$ cat src/rtl/spi_msg_pkg.sv
package spi_msg_pkg;

    localparam logic [3:0] CMD_NOP  = 4'd0;
    localparam logic [3:0] CMD_SOFT = 4'd1;
    localparam logic [3:0] CMD_HARD = 4'd2;
    localparam logic [3:0] CMD_GO   = 4'd3;

    localparam logic [1:0] MT_DUPLEX = 2'd0;
    localparam logic [1:0] MT_WRITE  = 2'd1;
    localparam logic [1:0] MT_READ   = 2'd2;

    localparam logic [1:0] RA_MSG  = 2'd0;
    localparam logic [1:0] RA_CMD  = 2'd1;
    localparam logic [1:0] RA_FILL = 2'd2;
    localparam logic [1:0] RA_MODE = 2'd3;

    localparam int MAX_PREPEND = 15;
    localparam int PRE_W       = 4;

    typedef enum logic [1:0] {
        SQ_IDLE  = 2'd0,
        SQ_LOAD  = 2'd1,
        SQ_SHIFT = 2'd2
    } seq_state_e;

endpackage

$ cat src/rtl/spi_buf.sv
module spi_buf #(
    parameter int DEPTH = 63,
    parameter int AW    = $clog2(DEPTH)
) (
    input  logic          clk,
    input  logic          we,
    input  logic [AW-1:0] waddr,
    input  logic [7:0]    wdata,
    input  logic [AW-1:0] raddr,
    output logic [7:0]    rdata
);
    localparam logic [AW:0] LIM = (AW + 1)'(DEPTH);

    logic [7:0] mem [DEPTH];

    always_ff @(posedge clk) begin
        if (we && ({1'b0, waddr} < LIM)) begin
            mem[waddr] <= wdata;
        end
    end

    always_comb begin
        rdata = 8'h00;
        if ({1'b0, raddr} < LIM) begin
            rdata = mem[raddr];
        end
    end
endmodule

$ cat src/rtl/spi_byte_shifter.sv
module spi_byte_shifter #(
    parameter int SCLK_HALF = 2
) (
    input  logic       clk,
    input  logic       rst_n,
    input  logic       start,
    input  logic       abort,
    input  logic [7:0] tx_byte,
    input  logic       cpol,
    input  logic       cpha,
    input  logic       miso,
    output logic       sclk,
    output logic       mosi,
    output logic       active,
    output logic       byte_done,
    output logic [7:0] rx_byte
);
    localparam int HW = (SCLK_HALF > 1) ? $clog2(SCLK_HALF) : 1;
    localparam logic [HW-1:0] HLAST = HW'(SCLK_HALF - 1);

    logic [HW-1:0] hcnt;
    logic [3:0]    edge_n;
    logic [7:0]    tx_sr;
    logic [7:0]    rx_sr;
    logic [7:0]    rx_next;
    logic          sclk_q;
    logic          edge_now;
    logic          leading;
    logic          do_sample;
    logic          do_shift;

    assign edge_now  = active && (hcnt == HLAST);
    assign leading   = ~edge_n[0];
    assign do_sample = cpha ? ~leading : leading;
    assign do_shift  = cpha ? (leading && (edge_n != 4'd0))
                            : (~leading && (edge_n != 4'd15));
    assign rx_next   = do_sample ? {rx_sr[6:0], miso} : rx_sr;
    assign sclk      = sclk_q;
    assign mosi      = tx_sr[7];

    always_ff @(posedge clk or negedge rst_n) begin
        if (!rst_n) begin
            active    <= 1'b0;
            hcnt      <= '0;
            edge_n    <= '0;
            tx_sr     <= '0;
            rx_sr     <= '0;
            rx_byte   <= '0;
            sclk_q    <= 1'b0;
            byte_done <= 1'b0;
        end else begin
            byte_done <= 1'b0;
            if (abort) begin
                active <= 1'b0;
                hcnt   <= '0;
                sclk_q <= cpol;
            end else if (start) begin
                active <= 1'b1;
                tx_sr  <= tx_byte;
                hcnt   <= '0;
                edge_n <= '0;
                sclk_q <= cpol;
            end else if (active) begin
                if (edge_now) begin
                    hcnt   <= '0;
                    sclk_q <= ~sclk_q;
                    rx_sr  <= rx_next;
                    edge_n <= edge_n + 4'd1;
                    if (do_shift) begin
                        tx_sr <= {tx_sr[6:0], 1'b0};
                    end
                    if (edge_n == 4'd15) begin
                        active    <= 1'b0;
                        byte_done <= 1'b1;
                        rx_byte   <= rx_next;
                    end
                end else begin
                    hcnt <= hcnt + HW'(1);
                end
            end else begin
                sclk_q <= cpol;
            end
        end
    end

    AST_SCLK_HOME: assert property (@(posedge clk) disable iff (!rst_n)
        $fell(active) |-> (sclk == cpol));
    AST_NO_RESTART: assert property (@(posedge clk) disable iff (!rst_n)
        start |-> !active);
    AST_DONE_IDLE: assert property (@(posedge clk) disable iff (!rst_n)
        byte_done |-> !active);
endmodule

$ cat src/rtl/spi_msg_seq.sv
module spi_msg_seq
    import spi_msg_pkg::*;
#(
    parameter int NUM_CS   = 4,
    parameter int COUNT_W  = 7,
    parameter int TXA_W    = 7,
    parameter int RXA_W    = 6,
    parameter int RX_DEPTH = 63
) (
    input  logic               clk,
    input  logic               rst_n,
    input  logic               cmd_we,
    input  logic [15:0]        cmd_word,
    input  logic [COUNT_W-1:0] msg_count,
    input  logic [1:0]         msg_type,
    input  logic [7:0]         fill_byte,
    input  logic               byte_done,
    input  logic [7:0]         rx_byte,
    input  logic [7:0]         tx_rdata,
    output logic [TXA_W-1:0]   tx_raddr,
    output logic               sh_start,
    output logic [7:0]         sh_byte,
    output logic               sh_abort,
    output logic               rx_we,
    output logic [RXA_W-1:0]   rx_waddr,
    output logic [7:0]         rx_wdata,
    output logic [NUM_CS-1:0]  cs_n,
    output logic               done,
    output logic               cmd_busy,
    output logic               rx_empty
);
    localparam int ID_W = (NUM_CS > 1) ? $clog2(NUM_CS) : 1;
    localparam logic [COUNT_W-1:0] RX_LIM = COUNT_W'(RX_DEPTH);

    seq_state_e         state, nxt;
    logic [COUNT_W-1:0] idx_q;
    logic [PRE_W-1:0]   pre_q;
    logic [COUNT_W-1:0] pre_ext;
    logic [COUNT_W-1:0] rx_off;
    logic [3:0]         code;
    logic [ID_W-1:0]    cmd_id;
    logic [NUM_CS-1:0]  cs_sel;
    logic               start_ok;
    logic               past_pre;
    logic               keeps_rx;
    logic               store;
    logic               last;

    assign code     = cmd_word[3:0];
    assign cmd_id   = cmd_word[4 +: ID_W];
    assign cs_sel   = ~(NUM_CS'(1) << cmd_id);
    assign start_ok = cmd_we && (code == CMD_GO) && (state == SQ_IDLE);
    assign sh_abort = cmd_we && ((code == CMD_SOFT) || (code == CMD_HARD));
    assign cmd_busy = (state != SQ_IDLE);

    assign pre_ext  = COUNT_W'(pre_q);
    assign past_pre = (idx_q >= pre_ext);
    assign rx_off   = idx_q - pre_ext;
    assign keeps_rx = (msg_type == MT_DUPLEX) || (msg_type == MT_READ);
    assign store    = past_pre && keeps_rx && (rx_off < RX_LIM);
    assign last     = (idx_q == (msg_count - COUNT_W'(1)));

    assign tx_raddr = idx_q[TXA_W-1:0];
    assign sh_start = (state == SQ_LOAD);
    assign sh_byte  = (past_pre && (msg_type == MT_READ)) ? fill_byte : tx_rdata;
    assign rx_we    = (state == SQ_SHIFT) && byte_done && store;
    assign rx_waddr = rx_off[RXA_W-1:0];
    assign rx_wdata = rx_byte;

    always_comb begin
        nxt = state;
        unique case (state)
            SQ_IDLE:  if (start_ok && (msg_count != '0)) nxt = SQ_LOAD;
            SQ_LOAD:  nxt = SQ_SHIFT;
            SQ_SHIFT: if (byte_done) nxt = last ? SQ_IDLE : SQ_LOAD;
            default:  nxt = SQ_IDLE;
        endcase
        if (sh_abort) nxt = SQ_IDLE;
    end

    always_ff @(posedge clk or negedge rst_n) begin
        if (!rst_n) state <= SQ_IDLE;
        else        state <= nxt;
    end

    always_ff @(posedge clk or negedge rst_n) begin
        if (!rst_n) begin
            idx_q    <= '0;
            pre_q    <= '0;
            cs_n     <= '1;
            done     <= 1'b0;
            rx_empty <= 1'b1;
        end else begin
            done <= 1'b0;
            if (sh_abort) begin
                cs_n <= '1;
            end else if (start_ok) begin
                idx_q    <= '0;
                pre_q    <= cmd_word[8 +: PRE_W];
                rx_empty <= 1'b1;
                if (msg_count != '0) cs_n <= cs_sel;
                else                 done <= 1'b1;
            end else if ((state == SQ_SHIFT) && byte_done) begin
                idx_q <= idx_q + COUNT_W'(1);
                if (store) rx_empty <= 1'b0;
                if (last) begin
                    cs_n <= '1;
                    done <= 1'b1;
                end
            end
        end
    end

    AST_CS_ONEHOT: assert property (@(posedge clk) disable iff (!rst_n)
        $onehot0(~cs_n));
    AST_IDLE_CS_OFF: assert property (@(posedge clk) disable iff (!rst_n)
        (state == SQ_IDLE) |-> (&cs_n));
    AST_DONE_RELEASE: assert property (@(posedge clk) disable iff (!rst_n)
        done |-> (&cs_n));
    AST_DONE_SINGLE: assert property (@(posedge clk) disable iff (!rst_n)
        done |=> !done);
    AST_ABORT_QUIET: assert property (@(posedge clk) disable iff (!rst_n)
        sh_abort |=> (!done && (&cs_n)));
endmodule

$ cat src/rtl/bufspi_master.sv
module bufspi_master
    import spi_msg_pkg::*;
#(
    parameter int BUF_DEPTH = 63,
    parameter int NUM_CS    = 4,
    parameter int SCLK_HALF = 2,
    localparam int TX_DEPTH = BUF_DEPTH + MAX_PREPEND,
    localparam int COUNT_W  = $clog2(TX_DEPTH + 1),
    localparam int TXA_W    = $clog2(TX_DEPTH),
    localparam int RXA_W    = $clog2(BUF_DEPTH)
) (
    input  logic              clk,
    input  logic              rst_n,
    input  logic              reg_we,
    input  logic [1:0]        reg_addr,
    input  logic [15:0]       reg_wdata,
    output logic [15:0]       reg_rdata,
    input  logic              txb_we,
    input  logic [TXA_W-1:0]  txb_addr,
    input  logic [7:0]        txb_wdata,
    input  logic [RXA_W-1:0]  rxb_addr,
    output logic [7:0]        rxb_rdata,
    output logic              sclk,
    output logic              mosi,
    input  logic              miso,
    output logic [NUM_CS-1:0] cs_n,
    output logic              done
);
    logic [COUNT_W-1:0] cnt_q;
    logic [1:0]         type_q;
    logic [7:0]         fill_q;
    logic               cpol_q, cpha_q;
    logic               cmd_we, cfg_ok, hard_rst;
    logic               cmd_busy, rx_empty, ser_busy;
    logic [TXA_W-1:0]   tx_raddr;
    logic [7:0]         tx_rdata;
    logic               sh_start, sh_abort, byte_done;
    logic [7:0]         sh_byte, rx_byte;
    logic               rx_we;
    logic [RXA_W-1:0]   rx_waddr;
    logic [7:0]         rx_wdata;

    assign cmd_we   = reg_we && (reg_addr == RA_CMD);
    assign cfg_ok   = reg_we && !cmd_busy;
    assign hard_rst = cmd_we && (reg_wdata[3:0] == CMD_HARD);

    always_ff @(posedge clk or negedge rst_n) begin
        if (!rst_n) begin
            cnt_q  <= '0;
            type_q <= '0;
            fill_q <= '0;
            cpol_q <= 1'b0;
            cpha_q <= 1'b0;
        end else if (hard_rst) begin
            cnt_q  <= '0;
            type_q <= '0;
            fill_q <= '0;
            cpol_q <= 1'b0;
            cpha_q <= 1'b0;
        end else if (cfg_ok) begin
            unique case (reg_addr)
                RA_MSG: begin
                    cnt_q  <= reg_wdata[COUNT_W-1:0];
                    type_q <= reg_wdata[15:14];
                end
                RA_FILL: fill_q <= reg_wdata[7:0];
                RA_MODE: begin
                    cpol_q <= reg_wdata[0];
                    cpha_q <= reg_wdata[1];
                end
                default: ;
            endcase
        end
    end

    always_comb begin
        reg_rdata = '0;
        unique case (reg_addr)
            RA_MSG: begin
                reg_rdata[COUNT_W-1:0] = cnt_q;
                reg_rdata[15:14]       = type_q;
            end
            RA_CMD:  reg_rdata[3:1] = {ser_busy, cmd_busy, rx_empty};
            RA_FILL: reg_rdata[7:0] = fill_q;
            default: reg_rdata[1:0] = {cpha_q, cpol_q};
        endcase
    end

    spi_buf #(.DEPTH(TX_DEPTH), .AW(TXA_W)) u_txbuf (
        .clk(clk), .we(txb_we), .waddr(txb_addr), .wdata(txb_wdata),
        .raddr(tx_raddr), .rdata(tx_rdata)
    );

    spi_buf #(.DEPTH(BUF_DEPTH), .AW(RXA_W)) u_rxbuf (
        .clk(clk), .we(rx_we), .waddr(rx_waddr), .wdata(rx_wdata),
        .raddr(rxb_addr), .rdata(rxb_rdata)
    );

    spi_msg_seq #(
        .NUM_CS(NUM_CS), .COUNT_W(COUNT_W), .TXA_W(TXA_W),
        .RXA_W(RXA_W), .RX_DEPTH(BUF_DEPTH)
    ) u_seq (
        .clk(clk), .rst_n(rst_n), .cmd_we(cmd_we), .cmd_word(reg_wdata),
        .msg_count(cnt_q), .msg_type(type_q), .fill_byte(fill_q),
        .byte_done(byte_done), .rx_byte(rx_byte), .tx_rdata(tx_rdata),
        .tx_raddr(tx_raddr), .sh_start(sh_start), .sh_byte(sh_byte),
        .sh_abort(sh_abort), .rx_we(rx_we), .rx_waddr(rx_waddr),
        .rx_wdata(rx_wdata), .cs_n(cs_n), .done(done),
        .cmd_busy(cmd_busy), .rx_empty(rx_empty)
    );

    spi_byte_shifter #(.SCLK_HALF(SCLK_HALF)) u_shift (
        .clk(clk), .rst_n(rst_n), .start(sh_start), .abort(sh_abort),
        .tx_byte(sh_byte), .cpol(cpol_q), .cpha(cpha_q), .miso(miso),
        .sclk(sclk), .mosi(mosi), .active(ser_busy),
        .byte_done(byte_done), .rx_byte(rx_byte)
    );

    AST_CFG_FROZEN: assert property (@(posedge clk) disable iff (!rst_n)
        (cmd_busy && !$past(hard_rst)) |-> $stable(fill_q));
endmodule

$ cat config.mk
export PLATFORM = sky130hd
export DESIGN_NAME = bufspi_master
export DESIGN_NICKNAME = d
export VERILOG_FILES = /design/src/rtl/spi_msg_pkg.sv /design/src/rtl/spi_buf.sv /design/src/rtl/spi_byte_shifter.sv /design/src/rtl/spi_msg_seq.sv /design/src/rtl/bufspi_master.sv
export SDC_FILE = /design/constraint.sdc
export NUM_CORES = 1
export LEC_CHECK = 0
export CAP_MARGIN = 20
export CORE_MARGIN = 10
export CORE_UTILIZATION = 50
export DETAILED_ROUTE_END_ITERATION = 6
export DONT_BUFFER_PORTS = 1
export PLACE_DENSITY_LB_ADDON = 0.2
export SLEW_MARGIN = 40
export SYNTH_ARGS = -nofsm -noshare
export SYNTH_HDL_FRONTEND = slang
export SYNTH_SLANG_ARGS = --single-unit
$ cat constraint.sdc
create_clock -name clk -period 4.5 [get_ports clk]
set_input_delay 0.9 -clock clk [delete_from_list [all_inputs] [get_ports clk]]
set_output_delay 0.9 -clock clk [all_outputs]
set_load 0.01 [all_outputs]
=== After elaboration in Yosys (flattened, before gate mapping) ===
Memory sizes are Yosys's and may differ from the RTL's.
Index checks and enable logic that the tools add are counted.
W data, S select, Z words.

* $add $sub $neg: 5
* Order comparisons: 6
* Equal/unequal tests: 16
* Shift-type cells: 1
* Muxes and demuxes: 76
* Bitwise logic cells: 5
* Reductions and logical operators: 50

{| class="wikitable"
|+ Operator list
! operator !! count
|-
| $mux W8 || 11
|-
| $mux W1 || 40
|-
| $mux W7 || 5
|-
| $mux W4 || 8
|-
| $reduce_bool A2 Y1 || 10
|-
| $logic_and A1 B1 Y1 || 17
|-
| $lt A7 B7 Y1 const B || 2
|-
| $mux W2 || 7
|-
| $lt A6 B6 Y1 const B || 2
|-
| $pmux W2 S3 || 2
|-
| $reduce_and A2 Y1 || 6
|-
| $reduce_and A3 Y1 || 3
|-
| $reduce_bool A3 Y1 || 3
|-
| $eq A2 B2 Y1 const B || 4
|-
| $eq A4 B2 Y1 const B || 2
|-
| $ne A4 B4 Y1 const B || 2
|-
| $reduce_and A4 Y1 || 2
|-
| $add A7 B1 Y7 const B || 1
|-
| $eq A7 B7 Y1 || 1
|-
| $ge A7 B4 Y1 || 1
|-
| $lt A7 B6 Y1 const B || 1
|-
| $reduce_bool A7 Y1 || 1
|-
| $sub A7 B1 Y7 const B || 1
|-
| $sub A7 B4 Y7 || 1
|-
| other kinds (17) || 26
|}

* Register bits: 70
* RAM bits: 1128
* Input bits: 44
* Output and inout port bits: 31
* Word-level logic and storage cells: 180
* Memories: 2

{| class="wikitable"
|+ Memories
! memory !! depth !! bits a word !! rd ports !! clocked after memory_dff !! write ports !! RTL line !! source
|-
| u_txbuf.mem || 78 || 8 || 1 || 0 || 1 || spi_buf.sv:14 || <nowiki>logic [7:0] mem [DEPTH];</nowiki>
|-
| u_rxbuf.mem || 63 || 8 || 1 || 0 || 1 || spi_buf.sv:14 ||
|}

=== Longest topological paths before layout ===
* Depth in word-level cells: 8
* Mapped depth: 15
* Mapped depth without buffers: 10

=== Hierarchy ===
From an unflattened synthesis, not the netlist that was laid out.

* Cells, all modules: 2581
* Area, all modules: 48345.1 µm²

{| class="wikitable"
|+ By module, submodules not included
! module !! times used !! cells an instance !! area an instance (µm²) !! seq. area each (µm²)
|-
| spi_buf (u_txbuf) || 1 || 1193 || 24509.8 || 18738.0
|-
| spi_buf (u_rxbuf) || 1 || 973 || 19647.6 || 15134.5
|-
| spi_byte_shifter || 1 || 123 || 1571.5 || 800.8
|-
| spi_msg_seq || 1 || 175 || 1564.0 || 481.7
|-
| bufspi_master || 1 || 117 || 1052.3 || 475.5
|}

=== Worst setup path after synthesis ===
OpenSTA, ideal clock, no wires.

* Kind: register to register
* Start: register u_seq.idx_q[0] (netlist: u_seq.tx_raddr[0])
* End: memory u_rxbuf.mem[16][0] (enable)
* Setup time: 0.370 ns
* Data arrival time: 3.642 ns
* Required time: 4.130 ns
* Path slack: 0.488 ns
* Stages on the path, launching flop included: 16
* Path buffers: 5
* Period minus slack after synthesis: 4.012 ns
* Cell sequence: dfrtp_1 > buf_6 > buf_6 > buf_4 > buf_6 > buf_2 > inv_1 > ha_1 > inv_1 > fa_1 > a21o_1 > a2111oi_0 > mux2i_1 > nor3_2 > nand3_1 > nor2_1

* Word-level cells in the longest chain between the ends: 7
* Elaborated cells on any way between the ends: 10
* Those cells by class: add/sub (1); order compare (3); mux (2); reduce/logical (4)

{| class="wikitable"
|+ Ends and longest elaborated chain
! element !! RTL line !! source
|-
| from (decl) || spi_msg_seq.sv:36 || <nowiki>logic [COUNT_W-1:0] idx_q;</nowiki>
|-
| from (signal assigned) || spi_msg_seq.sv:104 || <nowiki>idx_q <= idx_q + COUNT_W'(1);</nowiki>
|-
| $sub A7 B4 Y7 / $ge A7 B4 Y1 (equally long branches) || spi_msg_seq.sv:58, spi_msg_seq.sv:57 ||
|-
| $lt A7 B6 Y1 / $logic_and A1 B1 Y1 (equally long branches) || spi_msg_seq.sv:60 || <nowiki>assign store = past_pre && keeps_rx && (rx_off < RX_LIM);</nowiki>
|-
| $logic_and A1 B1 Y1 || spi_msg_seq.sv:60 ||
|-
| $logic_and A1 B1 Y1 || spi_msg_seq.sv:66 || <nowiki>assign rx_we = (state == SQ_SHIFT) && byte_done && store;</nowiki>
|-
| $logic_and A1 B1 Y1 || spi_buf.sv:17 || <nowiki>if (we && ({1'b0, waddr} < LIM)) begin</nowiki>
|-
| $mux W1 || spi_buf.sv:17 ||
|-
| $mux W1 (not written as such) || spi_buf.sv:18 || <nowiki>mem[waddr] <= wdata;</nowiki>
|-
| to (decl) || spi_buf.sv:14 ||
|}

Parallel ways exist; a longest one is shown, timed or not.

=== Final worst setup path ===
* Start: register u_seq.idx_q[0] (netlist: u_seq.tx_raddr[0])
* End: memory u_rxbuf.mem[61][3] (enable)

The elaborated chain is that of the path after synthesis.

==> flow_metrics.py <==
metrics = {
    "status": {
        "status": "finished, final reports clean",
    },
    "worst_setup_path": {
        "crit_end": "u_rxbuf.mem[61][3]",
        "ff2ff_setup_slack_ps": 450,
        "arrival_ps": 4370,
        "startpoint": "u_seq.tx_raddr[0]",
        "cp_common_cell": "inv_1",
        "r2r_start": "u_seq.tx_raddr[0]",
        "worst_setup_path_end_kind": "flop",
        "setup.worst_path.start_class": "flop",
        "crit_chain": "inv_1 -> ha_1 -> inv_1 -> fa_1 -> a21o_1 -> a2111oi_0 -> mux2i_1 -> nor3_2 -> nand3_1 -> nor2_1",
        "rr_worst_depth": 10,
        "max_stage_delay_ps": 700,
        "timing.rr.end": "u_rxbuf.mem[61][3]",
        "critPathSlowestCell": "nor2_1",
        "worst-setup-path-type": "flop to flop",
        "required_ps": 4820,
        "path_max_fanout": 8,
    },
    "pwr": {
        "p_leak_nw": 17.5,
        "power_mw": 25.7,
        "p_per_area_nw_per_um2": 481,
        "vdd_drop_max_mv": 0.334,
    },
    "clock_tree": {
        "cts_tree": "done",
        "clockBufferDepth": 3,
        "cts_buffers": 116,
        "h-tree-depth": 3,
        "worstSkewPairLatency_ps": 710,
        "clock_sinks": 1198,
        "cts.repair.resized": 0,
        "root_buffer": "clkbuf_16",
        "clk_pin_slew_ps": 70,
    },
    "logic_synthesis": {
        "synth_edf_count": 1128,
        "async_reset_ff_frac": 0.0584,
        "synth_area_per_cell_um2": 19.3,
        "ys_ff_latch": 1198,
        "yosysTopAreaCell": "edfxtp_1",
        "seq_area_frac_synth": 0.743,
        "syn_area_um2": 47900,
        "synth_top_cell_area_share": 0.707,
        "synth_top_flop_cell": "edfxtp_1",
        "yosys_warnings": 0,
        "postSynthCellCount": 2482,
        "synth_cell_types": 78,
        "synth_area_leaders": "edfxtp_1 71%, mux4_2 12%, dfrtp_1 3.4%, mux2i_1 3.4%, nor2_1 1.6%",
    },
    "routing": {
        "vias_per_cell": 6.02,
        "drt-initial-drc-count": 2234,
        "ant_nets": 0,
        "wl_per_cell_um": 27.4,
        "wirelength_um": 108000,
        "drc_errors": 0,
        "route.vias.total": 23693,
        "drt-pass1-iter-count": 6,
    },
    "sta": {
        "min_period_ps": 4050,
        "tightest_slew_ps": 923,
        "fin_skew_ps": 32.4,
        "finalCritPeriodShare": 0.901,
        "hold_ws_ps": 68.0,
        "grt_setup_unrepaired": "no",
        "fin_ws_ps": 446,
        "fmax_mhz": 247,
        "final_hold_viol_count": 0,
        "finalSetupViolations": 0,
        "finalSetupTns_ps": 0,
        "maxSlewViolCount": 0,
        "max_slew_margin": 0.383,
    },
    "placement": {
        "placed_area_um2": 49700,
        "routabilityCongestion": 0.845,
        "dp_slack_ps": 499,
        "io_buffers": 0,
        "place_inst": 3725,
        "hpwl_um": 64800,
    },
    "die": {
        "num_rows": 113,
        "die_x_um": 330,
        "die_y_um": 330,
        "start_util": 0.505,
        "die_area_um2": 109000,
        "core-area_um2": 95000,
        "ioPinCount": 75,
    },
    "global_route": {
        "antenna_found_initial": 1,
        "busiest_layer": "met2",
        "use_met1": 0.263,
        "grt_max_degree": 130,
        "first_global_vias": 24012,
        "grt_usage": 0.199,
        "grt_remaining_overflow": 0,
        "met2_usage": 0.336,
        "grt_pass1_wl_um": 160000,
        "met3_usage": 0.0332,
    },
    "finish": {
        "final_area_um2": 53500,
        "diodes": 0,
        "drive_gt1_frac": 0.217,
        "post-route-util": 0.564,
        "fill_cells": 7177,
        "area_delta_synth_final_pct": 11.7,
        "final_cells": 3937,
        "layout.nets": 2632,
    },
    "run": {
        "cap_violations": 0,
    },
    "worst_hold_path": {
        "min_path_type": "primary input to asynchronous set/reset pin",
    },
}
-- cells in the mapped netlist (4+ instances only) --
cell type	n
edfxtp_1	1128
nand2b_1	7
a31oi_1	5
inv_1	15
xor2_1	9
nand2_1	92
a22oi_1	55
o21ai_0	37
dfrtp_1	65
or3_1	4
clkbuf_1	58
mux2_1	16
buf_4	14
nand3_1	38
nor2b_1	26
a21oi_1	54
mux4_2	260
ha_1	8
dfstp_2	5
mux2_2	7
o21ai_1	6
buf_2	26
xnor2_1	15
a211oi_1	19
and2_1	7
nor3_1	11
buf_1	13
buf_6	11
mux2i_1	162
nand4_1	9
nor2_1	210
buf_12	4
and3_1	6
o22ai_1	11
-- worst max-delay path, delay by kind of cell (launching register included) --
family	cells	cell delay, ps
AND/OR/NAND/NOR	3	1510
AO/OA/AOI/OAI	2	690
adder cells (fa/ha/maj)	2	590
flip-flops	1	490
multiplexers	1	230
buffers and inverters	2	140
-- how the worst min path moves through the flow --
stage,start,end,slack (ps),depth (start not counted)
finish,rst_n,u_shift.sclk,70,1
CTS,rst_n,u_seq.done,50,1
floorplan,u_seq.rx_empty,u_seq.rx_empty,450,2
global placement,u_shift.rx_byte[0],u_rxbuf.mem[38][0],460,0
detailed placement,u_shift.rx_byte[0],u_rxbuf.mem[38][0],470,0
global route,rst_n,u_shift.edge_n[2],50,1
-- layer usage --
layer  part of all wire  routed length, µm  vias to the layer above
li1                   -                  -                    10258
met1               0.40              43000                    12373
met2               0.50              54500                      843
met3              0.064               6950                      219
met4              0.033               3580                        0
met5                  0                  0                        -
-- cells by family after synthesis --
| logic type | Yosys count | synth area share |
|---|---|---|
| AOI/OAI and AO/OA | 234 | 0.0324 |
| xor gates and xnor gates | 24 | 0.00439 |
| adders and majority gates | 9 | 0.00251 |
| buffers and inverters | 143 | 0.0163 |
| DFF | 1198 | 0.743 |
| muxes | 445 | 0.161 |
| other | 1 | 0.0000782 |
| and+or+nand+nor | 428 | 0.0396 |
-- where the power goes --
part	total (mW)	switching, mW	internal [mW]	leakage (nW)
sequential	13.0	0.362	12.7	11.1
combinational	2.99	1.74	1.25	4.52
clock	9.73	4.05	5.67	1.85
-- placed cells by master (no fill, tap or decap), types with 21 or more instances in the layout --
master,n
nand2_1,92
clkinv_1,21
a21oi_1,54
buf_4,94
o21ai_0,37
clkbuf_1,21
edfxtp_1,1128
clkinv_2,23
clkbuf_16,121
mux4_2,260
dfrtp_1,54
mux2i_1,162
nor2_1,200
a22oi_1,55
nor2b_1,23
nand3_1,38
-- area by class of cell --
cell class | count | area (µm²) | share of cell area
Clock buffer | 142 | 3110 | 0.0580
Clock inverter | 69 | 702 | 0.0131
Inverter | 16 | 60.1 | 0.00112
Multi-Input combinational cell | 1146 | 11600 | 0.217
Sequential cell | 1198 | 35700 | 0.666
Tap cell | 1265 | 1580 | 0.0296
Timing Repair Buffer | 101 | 845 | 0.0158
-- state kept, by name, summed over array words and instances (netlist names) --
register,cells
fill_q,8
u_seq.tx_raddr,7
u_shift.sclk,1
u_shift.rx_byte,8
u_seq.pre_q,4
cpol_q,1
u_seq.rx_empty,1
u_shift.byte_done,1
u_seq.state,2
cnt_q,7
u_seq.cs_n,4
u_rxbuf.mem,504
u_shift.rx_sr,8
u_shift.active,1
cpha_q,1
u_shift.tx_sr,8
u_txbuf.mem,624
u_shift.edge_n,4
type_q,2
u_shift.hcnt,1
u_seq.done,1
-- timing repair --
| item | 4_1_cts | 5_1_grt |
|---|---|---|
| endpoints found under the hold margin | 70 | 0 |
| setup buffers | 0 | 0 |
| hold buffers | 1 | 0 |
Power figures use the tool's default switching activity.
